File: src/rtl/flag_pkg.sv
package flag_pkg;

    typedef enum logic [1:0] {
        OP_RAISE    = 2'd0,
        OP_LOWER    = 2'd1,
        OP_RAISE_HOLD = 2'd2,
        OP_WAIT_HIGH  = 2'd3
    } flag_op_e;

endpackage

File: src/rtl/flag_index_map.sv
module flag_index_map #(
    parameter int NUM_SM    = 4,
    parameter int NUM_FLAGS = 8,
    parameter int SM_ID     = 0
) (
    input  logic                         rel,
    input  logic [$clog2(NUM_FLAGS)-1:0] idx_in,
    output logic [$clog2(NUM_FLAGS)-1:0] idx_out
);
    localparam int IDXW = $clog2(NUM_FLAGS);
    localparam int RW   = $clog2(NUM_SM);
    localparam logic [RW-1:0] ID_BITS = RW'(SM_ID);

    logic [RW-1:0] low_sum;

    always_comb begin
        low_sum = idx_in[RW-1:0] + ID_BITS;
        idx_out = idx_in;
        if (rel) begin
            idx_out[RW-1:0] = low_sum;
        end
    end

    // relative resolution never changes the upper index bits
    always_comb begin
        assert_upper_kept_R3: assert (idx_out[IDXW-1:RW] == idx_in[IDXW-1:RW]);
    end
endmodule

File: src/rtl/flag_host_regs.sv
module flag_host_regs #(
    parameter int NUM_HOST = 4
) (
    input  logic                clk,
    input  logic                rst_n,
    input  logic                en_we,
    input  logic [NUM_HOST-1:0] en_wdata,
    input  logic [NUM_HOST-1:0] flags,
    output logic [NUM_HOST-1:0] en_o,
    output logic [NUM_HOST-1:0] irq_o
);
    typedef struct packed {
        logic [NUM_HOST-1:0] en;
    } host_state_t;

    host_state_t s_d, s_q;

    always_comb begin
        s_d = s_q;
        if (en_we) begin
            s_d.en = en_wdata;
        end
    end

    always_ff @(posedge clk or negedge rst_n) begin
        if (!rst_n) begin
            s_q <= '0;
        end else begin
            s_q <= s_d;
        end
    end

    assign en_o  = s_q.en;
    assign irq_o = flags & s_q.en;

    assert_en_zero_quiet_R10: assert property (@(posedge clk) disable iff (!rst_n)
        (en_we && en_wdata == '0) |=> (irq_o == '0));
endmodule

File: src/rtl/sm_flag_unit.sv
module sm_flag_unit
    import flag_pkg::*;
#(
    parameter int NUM_SM    = 4,
    parameter int NUM_FLAGS = 8,
    parameter int NUM_HOST  = 4,
    localparam int IDXW     = $clog2(NUM_FLAGS)
) (
    input  logic                     clk,
    input  logic                     rst_n,
    input  logic [NUM_SM-1:0]        sm_valid,
    input  logic [2*NUM_SM-1:0]      sm_op,
    input  logic [NUM_SM-1:0]        sm_rel,
    input  logic [IDXW*NUM_SM-1:0]   sm_idx,
    input  logic                     host_clr_valid,
    input  logic [NUM_HOST-1:0]      host_clr_mask,
    input  logic                     host_en_we,
    input  logic [NUM_HOST-1:0]      host_en_wdata,
    output logic [NUM_SM-1:0]        sm_stall,
    output logic [NUM_FLAGS-1:0]     flag_level,
    output logic [NUM_HOST-1:0]      host_flags,
    output logic [NUM_HOST-1:0]      host_en,
    output logic [NUM_HOST-1:0]      irq_o
);
    typedef struct packed {
        logic [NUM_FLAGS-1:0]           flags;
        logic [NUM_SM-1:0]              holding;
        logic [NUM_SM-1:0][IDXW-1:0]    hold_idx;
    } unit_state_t;

    unit_state_t s_d, s_q;

    logic [NUM_SM-1:0][IDXW-1:0] ridx;
    logic [NUM_FLAGS-1:0]        set_m;
    logic [NUM_FLAGS-1:0]        clr_m;
    logic [NUM_FLAGS-1:0]        claimed;
    logic [NUM_FLAGS-1:0]        host_clr_full;

    for (genvar g = 0; g < NUM_SM; g++) begin : g_map
        flag_index_map #(
            .NUM_SM   (NUM_SM),
            .NUM_FLAGS(NUM_FLAGS),
            .SM_ID    (g)
        ) u_map (
            .rel    (sm_rel[g]),
            .idx_in (sm_idx[g*IDXW +: IDXW]),
            .idx_out(ridx[g])
        );
    end

    always_comb begin
        s_d           = s_q;
        set_m         = '0;
        clr_m         = '0;
        claimed       = '0;
        sm_stall      = '0;
        host_clr_full = '0;
        // machines scanned in ascending order: lower ID wins a contended wait
        for (int i = 0; i < NUM_SM; i++) begin
            if (s_q.holding[i]) begin
                if (s_q.flags[s_q.hold_idx[i]]) begin
                    sm_stall[i] = 1'b1;
                end else begin
                    s_d.holding[i] = 1'b0;
                end
            end else if (sm_valid[i]) begin
                case (flag_op_e'(sm_op[i*2 +: 2]))
                    OP_RAISE: set_m[ridx[i]] = 1'b1;
                    OP_LOWER: clr_m[ridx[i]] = 1'b1;
                    OP_RAISE_HOLD: begin
                        set_m[ridx[i]]    = 1'b1;
                        s_d.holding[i]    = 1'b1;
                        s_d.hold_idx[i]   = ridx[i];
                        sm_stall[i]       = 1'b1;
                    end
                    default: begin
                        if (s_q.flags[ridx[i]] && !claimed[ridx[i]]) begin
                            claimed[ridx[i]] = 1'b1;
                            clr_m[ridx[i]]   = 1'b1;
                        end else begin
                            sm_stall[i] = 1'b1;
                        end
                    end
                endcase
            end
        end
        if (host_clr_valid) begin
            host_clr_full[NUM_HOST-1:0] = host_clr_mask;
        end
        s_d.flags = (s_q.flags & ~clr_m & ~host_clr_full) | set_m;
    end

    always_ff @(posedge clk or negedge rst_n) begin
        if (!rst_n) begin
            s_q <= '0;
        end else begin
            s_q <= s_d;
        end
    end

    assign flag_level = s_q.flags;
    assign host_flags = s_q.flags[NUM_HOST-1:0];

    flag_host_regs #(.NUM_HOST(NUM_HOST)) u_host (
        .clk     (clk),
        .rst_n   (rst_n),
        .en_we   (host_en_we),
        .en_wdata(host_en_wdata),
        .flags   (s_q.flags[NUM_HOST-1:0]),
        .en_o    (host_en),
        .irq_o   (irq_o)
    );

    for (genvar a = 0; a < NUM_SM; a++) begin : g_chk
        assert_raise_visible_R2: assert property (@(posedge clk) disable iff (!rst_n)
            (sm_valid[a] && !s_q.holding[a] && sm_op[a*2 +: 2] == 2'd0)
            |=> flag_level[$past(ridx[a])]);
        assert_hold_persists_R5: assert property (@(posedge clk) disable iff (!rst_n)
            (sm_valid[a] && !s_q.holding[a] && sm_op[a*2 +: 2] == 2'd2)
            |=> sm_stall[a]);
    end

    assert_host_clear_R8: assert property (@(posedge clk) disable iff (!rst_n)
        (host_clr_valid && sm_valid == '0)
        |=> ((host_flags & $past(host_clr_mask)) == '0));
    assert_internal_untouched_R9: assert property (@(posedge clk) disable iff (!rst_n)
        (host_clr_valid && sm_valid == '0 && s_q.holding == '0)
        |=> $stable(flag_level[NUM_FLAGS-1:NUM_HOST]));
endmodule

File: config.mk
export PLATFORM = sky130hd
export DESIGN_NAME = sm_flag_unit
export DESIGN_NICKNAME = d
export VERILOG_FILES = /design/src/rtl/flag_pkg.sv /design/src/rtl/flag_index_map.sv /design/src/rtl/flag_host_regs.sv /design/src/rtl/sm_flag_unit.sv
export SDC_FILE = /design/constraint.sdc
export NUM_CORES = 1
export LEC_CHECK = 0
export BUFFER_PORTS_ARGS = -buffer_cell sky130_fd_sc_hd__buf_2
export CORE_ASPECT_RATIO = 0.8
export CORE_MARGIN = 2
export CORE_UTILIZATION = 56
export DETAILED_ROUTE_END_ITERATION = 10
export GPL_TIMING_DRIVEN = 0
export MAX_ROUTING_LAYER = met4
export PLACE_DENSITY_LB_ADDON = 0.05
export SETUP_SLACK_MARGIN = 0.4
export SYNTH_ARGS = -nofsm -noshare
export SYNTH_HDL_FRONTEND = slang
export SYNTH_SLANG_ARGS = --single-unit
File: constraint.sdc
create_clock -name clk -period 3.7 [get_ports clk]
set_input_delay 0.185 -clock clk [delete_from_list [all_inputs] [get_ports clk]]
set_output_delay 0.185 -clock clk [all_outputs]
set_load 0.01 [all_outputs]
Word-level counts from Yosys, hierarchy flattened. Memories as Yosys holds them, arrays and structs flattened. Index checks and enable logic that the tools add are counted.

Bitwise operators: 18. Add/sub/neg operators: 3. $lt $le $gt $ge: 12. Reduce and logical (&&, ||, !) cells: 31. Equal/unequal tests: 8. Mux-type cells: 106.

Operator list (count): two-way mux 8 bit (35); bitwise OR 8 bit (9); one-hot mux 8 bit (2 select lines) (4); two-way mux 1 bit (44); binary-select mux 1 bit (select 3 bit) (11); < comparator 3 x 4 -> 1 bit, second input constant (8); AND 8 bit (2); OR reduction 2 bit (8); demux 1 bit (select 3 bit) (4); greater-or-equal comparator 3 x 1 -> 1 bit, second input constant (4); AND reduction 3 bit (4); OR reduction 3 bit (3); == test 2 x 1 -> 1 bit, second input constant (4); == test 2 bit, second input constant (4); logical AND 1 bit (8); zero test 2 bit (4); NOT 4 -> 8 bit (1); NOT 8 bit (1); one-hot mux 1 bit (2 select lines) (4); two-way mux 2 bit (3); adder 2 bit, second input constant (2); AND 4 bit (1); zero test 1 bit (4); two-way mux 4 bit (1); other kinds (2) (5).

Bits in registers: 28. Bits in read-only memories: 8. Input port bits: 40. Memories kept: 1.

Memories: (no name shown) (depth 8, bits a word 1, read ports 1, clocked after memory_dff 0, write ports 0, line sm_flag_unit.sv:77) `if (s_q.flags[ridx[i]] && !claimed[ridx[i]]) begin`.

Longest topological paths before layout.
Depth in word-level cells: 36. Mapped depth: 11.

Cells and area by module. Synthesis repeated with hierarchy kept, for this count alone.

Cell total of the unflattened synthesis: 320. Area, all modules: 3006.6 um^2.

By module, submodules not included: sm_flag_unit (cells an instance 294, times used 1, area an instance 2730.1 um^2); flag_host_regs (cells an instance 12, times used 1, area an instance 170.2 um^2); flag_index_map (g_map[3].u_map) (cells an instance 4, times used 1, area an instance 31.3 um^2); flag_index_map (g_map[1].u_map) (cells an instance 4, times used 1, area an instance 28.8 um^2); flag_index_map (g_map[2].u_map) (cells an instance 3, times used 1, area an instance 23.8 um^2); flag_index_map (g_map[0].u_map) (cells an instance 3, times used 1, area an instance 22.5 um^2).

Worst setup path before layout. Ideal clock, no wire load.

Kind: register -> output. Start: register s_q, in the netlist flag_level[0]. End: output sm_stall[3]. Stages on the path, launching flop included: 11. Path slack: 1.016 ns. Arrival: 2.499 ns. Required time: 3.515 ns. Path through: dfrtp_1 clkbuf_1 mux2i_1 mux4_2 or2_4 o211ai_4 or3_4 a31oi_4 o221ai_4 a31oi_1 o21ai_0.

Cells in the longest elaborated chain, start to end: 31. Elaborated cells between the ends (all ways): 42. Classes of those cells: mux (33); bitwise (2); reduce/logical (7).

Ends and longest elaborated chain: start: declaration (line sm_flag_unit.sv:31) `unit_state_t s_d, s_q;`; start signal: assignment (line sm_flag_unit.sv:95) `s_q <= '0;`; start signal: assignment (line sm_flag_unit.sv:97) `s_q <= s_d;`; binary-select mux 1 bit (select 3 bit) (line sm_flag_unit.sv:77); two-way mux 1 bit (not written as such) (line sm_flag_unit.sv:77); logical AND 1 bit (line sm_flag_unit.sv:77); two-way mux 8 bit (line sm_flag_unit.sv:77); two-way mux 8 bit (line sm_flag_unit.sv:67) `case (flag_op_e'(sm_op[i*2 +: 2]))`; two-way mux 8 bit (line sm_flag_unit.sv:66) `end else if (sm_valid[i]) begin`; two-way mux 8 bit (line sm_flag_unit.sv:60) `if (s_q.holding[i]) begin`; binary-select mux 1 bit (select 3 bit) (line sm_flag_unit.sv:77); [... 15 more ...]; binary-select mux 1 bit (select 3 bit) (line sm_flag_unit.sv:77); two-way mux 1 bit (not written as such) (line sm_flag_unit.sv:77); zero test 1 bit (line sm_flag_unit.sv:77); logical AND 1 bit (line sm_flag_unit.sv:77); two-way mux 1 bit (line sm_flag_unit.sv:77); one-hot mux 1 bit (2 select lines) (line sm_flag_unit.sv:67); two-way mux 1 bit (line sm_flag_unit.sv:66); two-way mux 1 bit * (line sm_flag_unit.sv:60); end: declaration (line sm_flag_unit.sv:19) `output logic [NUM_SM-1:0] sm_stall,`.

Mark *: on every way between the ends. The rest lies on a longest branch, timed or not. The select of a mux whose other input is x is not followed.

Worst setup path in the final report.
Start: register s_q, in the netlist flag_level[6]. End: output sm_stall[3].

The elaborated chain is that of the path after synthesis.

==> impl_metrics.py <==
metrics = {
    "run_status": {
        "status": "completed",
    },
    "place": {
        "gp_congestion": 1.06,
        "dp_hpwl_um": 8810,
        "post_dp_cell_area_um2": 3660,
        "port_buffers": 60,
    },
    "cells_and_area": {
        "drive_above_1_share": 0.308,
        "fin_nets": 495,
        "fillers": 489,
        "n_antenna_cell": 0,
        "area_growth_pct": 16.3,
        "final_area_um2": 3790,
    },
    "grt": {
        "grt_pass1_wl_um": 17900,
        "grt-ovfl-total": 0,
        "grt_pass1_vias": 3367,
        "track_usage": 0.386,
        "antenna_found_initial": 0,
        "grt_max_degree": 29,
    },
    "critical_path": {
        "reg2reg_from": "flag_level[6]",
        "cp-startpoint": "flag_level[6]",
        "r2r_cells": 10,
        "endpoint": "sm_stall[3]",
        "cp.arrival_ns": 3.01,
        "path_max_fanout": 10,
        "crit_path_start_kind": "flop",
        "critical_path_class": "reg -> out",
        "r2r_slack_ns": 0.64,
        "crit-reg2reg-capture": "flag_level[4]",
        "cp-end-kind": "output port",
        "cp.required_ns": 3.51,
    },
    "synth": {
        "synth.most_common_cell": "nand2_1",
        "yosysSeqAreaShare": 0.215,
        "netlist_instances": 387,
        "yosysWarningCount": 0,
        "synthTopCellsByCount": "nand2_1, dfrtp_1, nor2_1",
        "synth_edf_count": 0,
        "synth.cell_area_um2": 3260,
        "synth_top_area_frac": 0.215,
        "synth_cell_type_count": 76,
        "yosysTopAreaCell": "dfrtp_1",
        "ys_top_cells_by_area": "dfrtp_1, mux4_2, mux2_2",
        "ys_ff_latch": 28,
        "synth_async_sr_flop_share": 1.00,
        "avgSynthCellArea_um2": 8.43,
        "syn_nets": 427,
        "synth_flop_cell": "dfrtp_1",
    },
    "routing": {
        "vias": 3668,
        "avgRoutedWirePerCell_um": 22.4,
        "drc": 0,
        "drtIter0Drc": 649,
        "vias_per_cell": 6.89,
        "drt_wl_total_um": 11900,
        "ant_nets": 0,
        "first_pass_iters": 6,
    },
    "cts": {
        "clk_pin_slew_ns": 0.12,
        "htree_num_levels": 1,
        "cts_buffers": 3,
        "cts_root_buffer": "clkbuf_8",
        "cts_tree": "yes",
        "clkSinkCount": 28,
        "cts.path.max_buffers": 2,
        "insertion_delay_ns": 0.30,
    },
    "timing": {
        "slew_viol_final": 0,
        "rsz0062_at_grt": "no",
        "slew_headroom": 0.388,
        "fin_skew_ns": 0.0101,
        "hold_viol": 0,
        "post-route-min-period_ns": 3.19,
        "fin_tns_setup_ns": 0,
        "fin_crit_sh": 0.862,
        "fmax_ghz": 0.313,
        "tightest_slew_ns": 0.911,
        "finalSetupViolCount": 0,
    },
    "power_and_ir_drop": {
        "p_leak_nw": 1.58,
        "peakVddDrop_uv": 239,
        "power_density_nw_per_um2": 468,
    },
    "run": {
        "maxCapViolCount": 0,
    },
    "floorplanning": {
        "num_rows": 24,
        "core-area_um2": 5530,
        "die_w_um": 89.3,
        "start_util": 0.591,
        "fp.dieH_um": 72.3,
        "dieArea_um2": 6460,
        "io_pins": 64,
    },
    "hold_path": {
        "hp-class": "in -> reg",
    },
}
-- flip-flops by register name, indices dropped and copies added, names as in the netlist --
| signal | count |
|---|---|
| s_q | 16 |
| flag_level | 8 |
| u_host.en_o | 4 |
-- worst max-delay path, cell delays in order, from the launching register on --
cell      delay [ns]
dfrtp_2         0.59
mux2i_1         0.13
mux4_2          0.54
or2_4           0.32
o211ai_4        0.26
o31ai_1         0.13
a31oi_4         0.18
o221ai_4        0.11
a31oi_1         0.21
o21ai_1         0.09
buf_2           0.14
-- area by class of cell --
| type | instances | area [um^2] | area share |
|---|---|---|---|
| buffer | 37 | 224 | 0.0590 |
| clock buffer | 3 | 41.3 | 0.0109 |
| clock inverter | 1 | 30.0 | 0.00791 |
| inverter | 10 | 37.5 | 0.00989 |
| multi-input combinational | 312 | 2330 | 0.615 |
| sequential | 28 | 704 | 0.186 |
| tap | 78 | 97.6 | 0.0257 |
| timing repair buffer | 63 | 325 | 0.0857 |
-- report_power, final --
group / switching (mW) / internal [mW] / total [mW] / leakage, nW
clock: 0.120 / 0.145 / 0.266 / 0.0357
sequential: 0.137 / 0.411 / 0.548 / 0.321
combinational: 0.491 / 0.472 / 0.963 / 1.22
total: 0.748 / 1.03 / 1.78 / 1.58
-- logic make-up (layout without fill, tap and decap cells) --
logic type,Yosys count,count (layout),synth area share
multiplexers,37,37,0.154
AND/OR/NAND/NOR,153,153,0.245
AO/OA/AOI/OAI,110,110,0.274
buffers and inverters,47,114,0.0736
flip-flops,28,28,0.215
XOR/XNOR,12,12,0.0387
-- stage by stage --
step | cells | utilization | hold slack (ns) | setup slack, ns | power (mW)
2_1_floorplan | 387 | - | -0.111 | 1.02 | 1.16
3_3_place_gp | 525 | 0.663 | 0.262 | 0.171 | 1.42
3_5_place_dp | 525 | 0.663 | 0.269 | 0.147 | 1.46
4_1_cts | 530 | 0.682 | 0.119 | 0.402 | 1.73
5_1_grt | 532 | 0.687 | 0.120 | 0.438 | 1.86
6_report | 532 | 0.687 | 0.119 | 0.510 | 1.78
-- layer usage --
| metal | vias up | share of wire | global-route usage |
|---|---|---|---|
| met5 | - | 0 | - |
| met4 | 0 | 0.032 | 0.128 |
| met3 | 53 | 0.13 | 0.0876 |
| met2 | 296 | 0.43 | 0.559 |
| met1 | 1726 | 0.41 | 0.536 |
| li1 | 1593 | - | - |
-- what timing repair did --
action / in CTS / in global routing
setup buffers: 0 / 2
gates resized for setup: 11 / 9
hold endpoints to repair: 28 / 0
pin swaps: 0 / 2
hold buffers: 1 / 0
setup endpoints to repair: 10 / 1
-- how the worst min path moves through the flow --
| stage | from | to | slack [ns] | cells after the start |
|---|---|---|---|---|
| 2_1_floorplan | rst_n | flag_level[0] | -0.11 | 0 |
| 3_3_place_gp | rst_n | s_q[4] | 0.26 | 1 |
| 3_5_place_dp | rst_n | flag_level[6] | 0.27 | 1 |
| 4_1_cts | host_en_wdata[2] | u_host.en_o[2] | 0.12 | 2 |
| 5_1_grt | host_en_wdata[2] | u_host.en_o[2] | 0.12 | 2 |
| 6_report | host_en_wdata[2] | u_host.en_o[2] | 0.12 | 2 |
-- cells in the final DEF (no fill, tap or decap), drive strengths merged, types with 4 or more instances in the layout --
| cell type | synthesis | routed |
|---|---|---|
| a21o | 6 | 6 |
| a21oi | 15 | 15 |
| a221oi | 6 | 6 |
| a31oi | 10 | 10 |
| and2 | 12 | 12 |
| and3 | 7 | 7 |
| buf | 20 | 85 |
| clkbuf | 17 | 17 |
| dfrtp | 28 | 28 |
| inv | 10 | 10 |
| mux2 | 16 | 16 |
| mux2i | 12 | 12 |
| mux4 | 9 | 9 |
| nand2 | 37 | 37 |
| nand2b | 11 | 11 |
| nand3 | 12 | 12 |
| nand3b | 5 | 5 |
| nor2 | 29 | 29 |
| nor2b | 11 | 11 |
| nor3 | 11 | 11 |
| o2111ai | 4 | 4 |
| o211ai | 4 | 4 |
| o21ai | 10 | 10 |
| o221ai | 6 | 6 |
| o22ai | 5 | 5 |
| or3 | 5 | 5 |
| xnor2 | 7 | 7 |
| xor2 | 4 | 4 |
No activity file was read; power rests on OpenSTA's default activity.
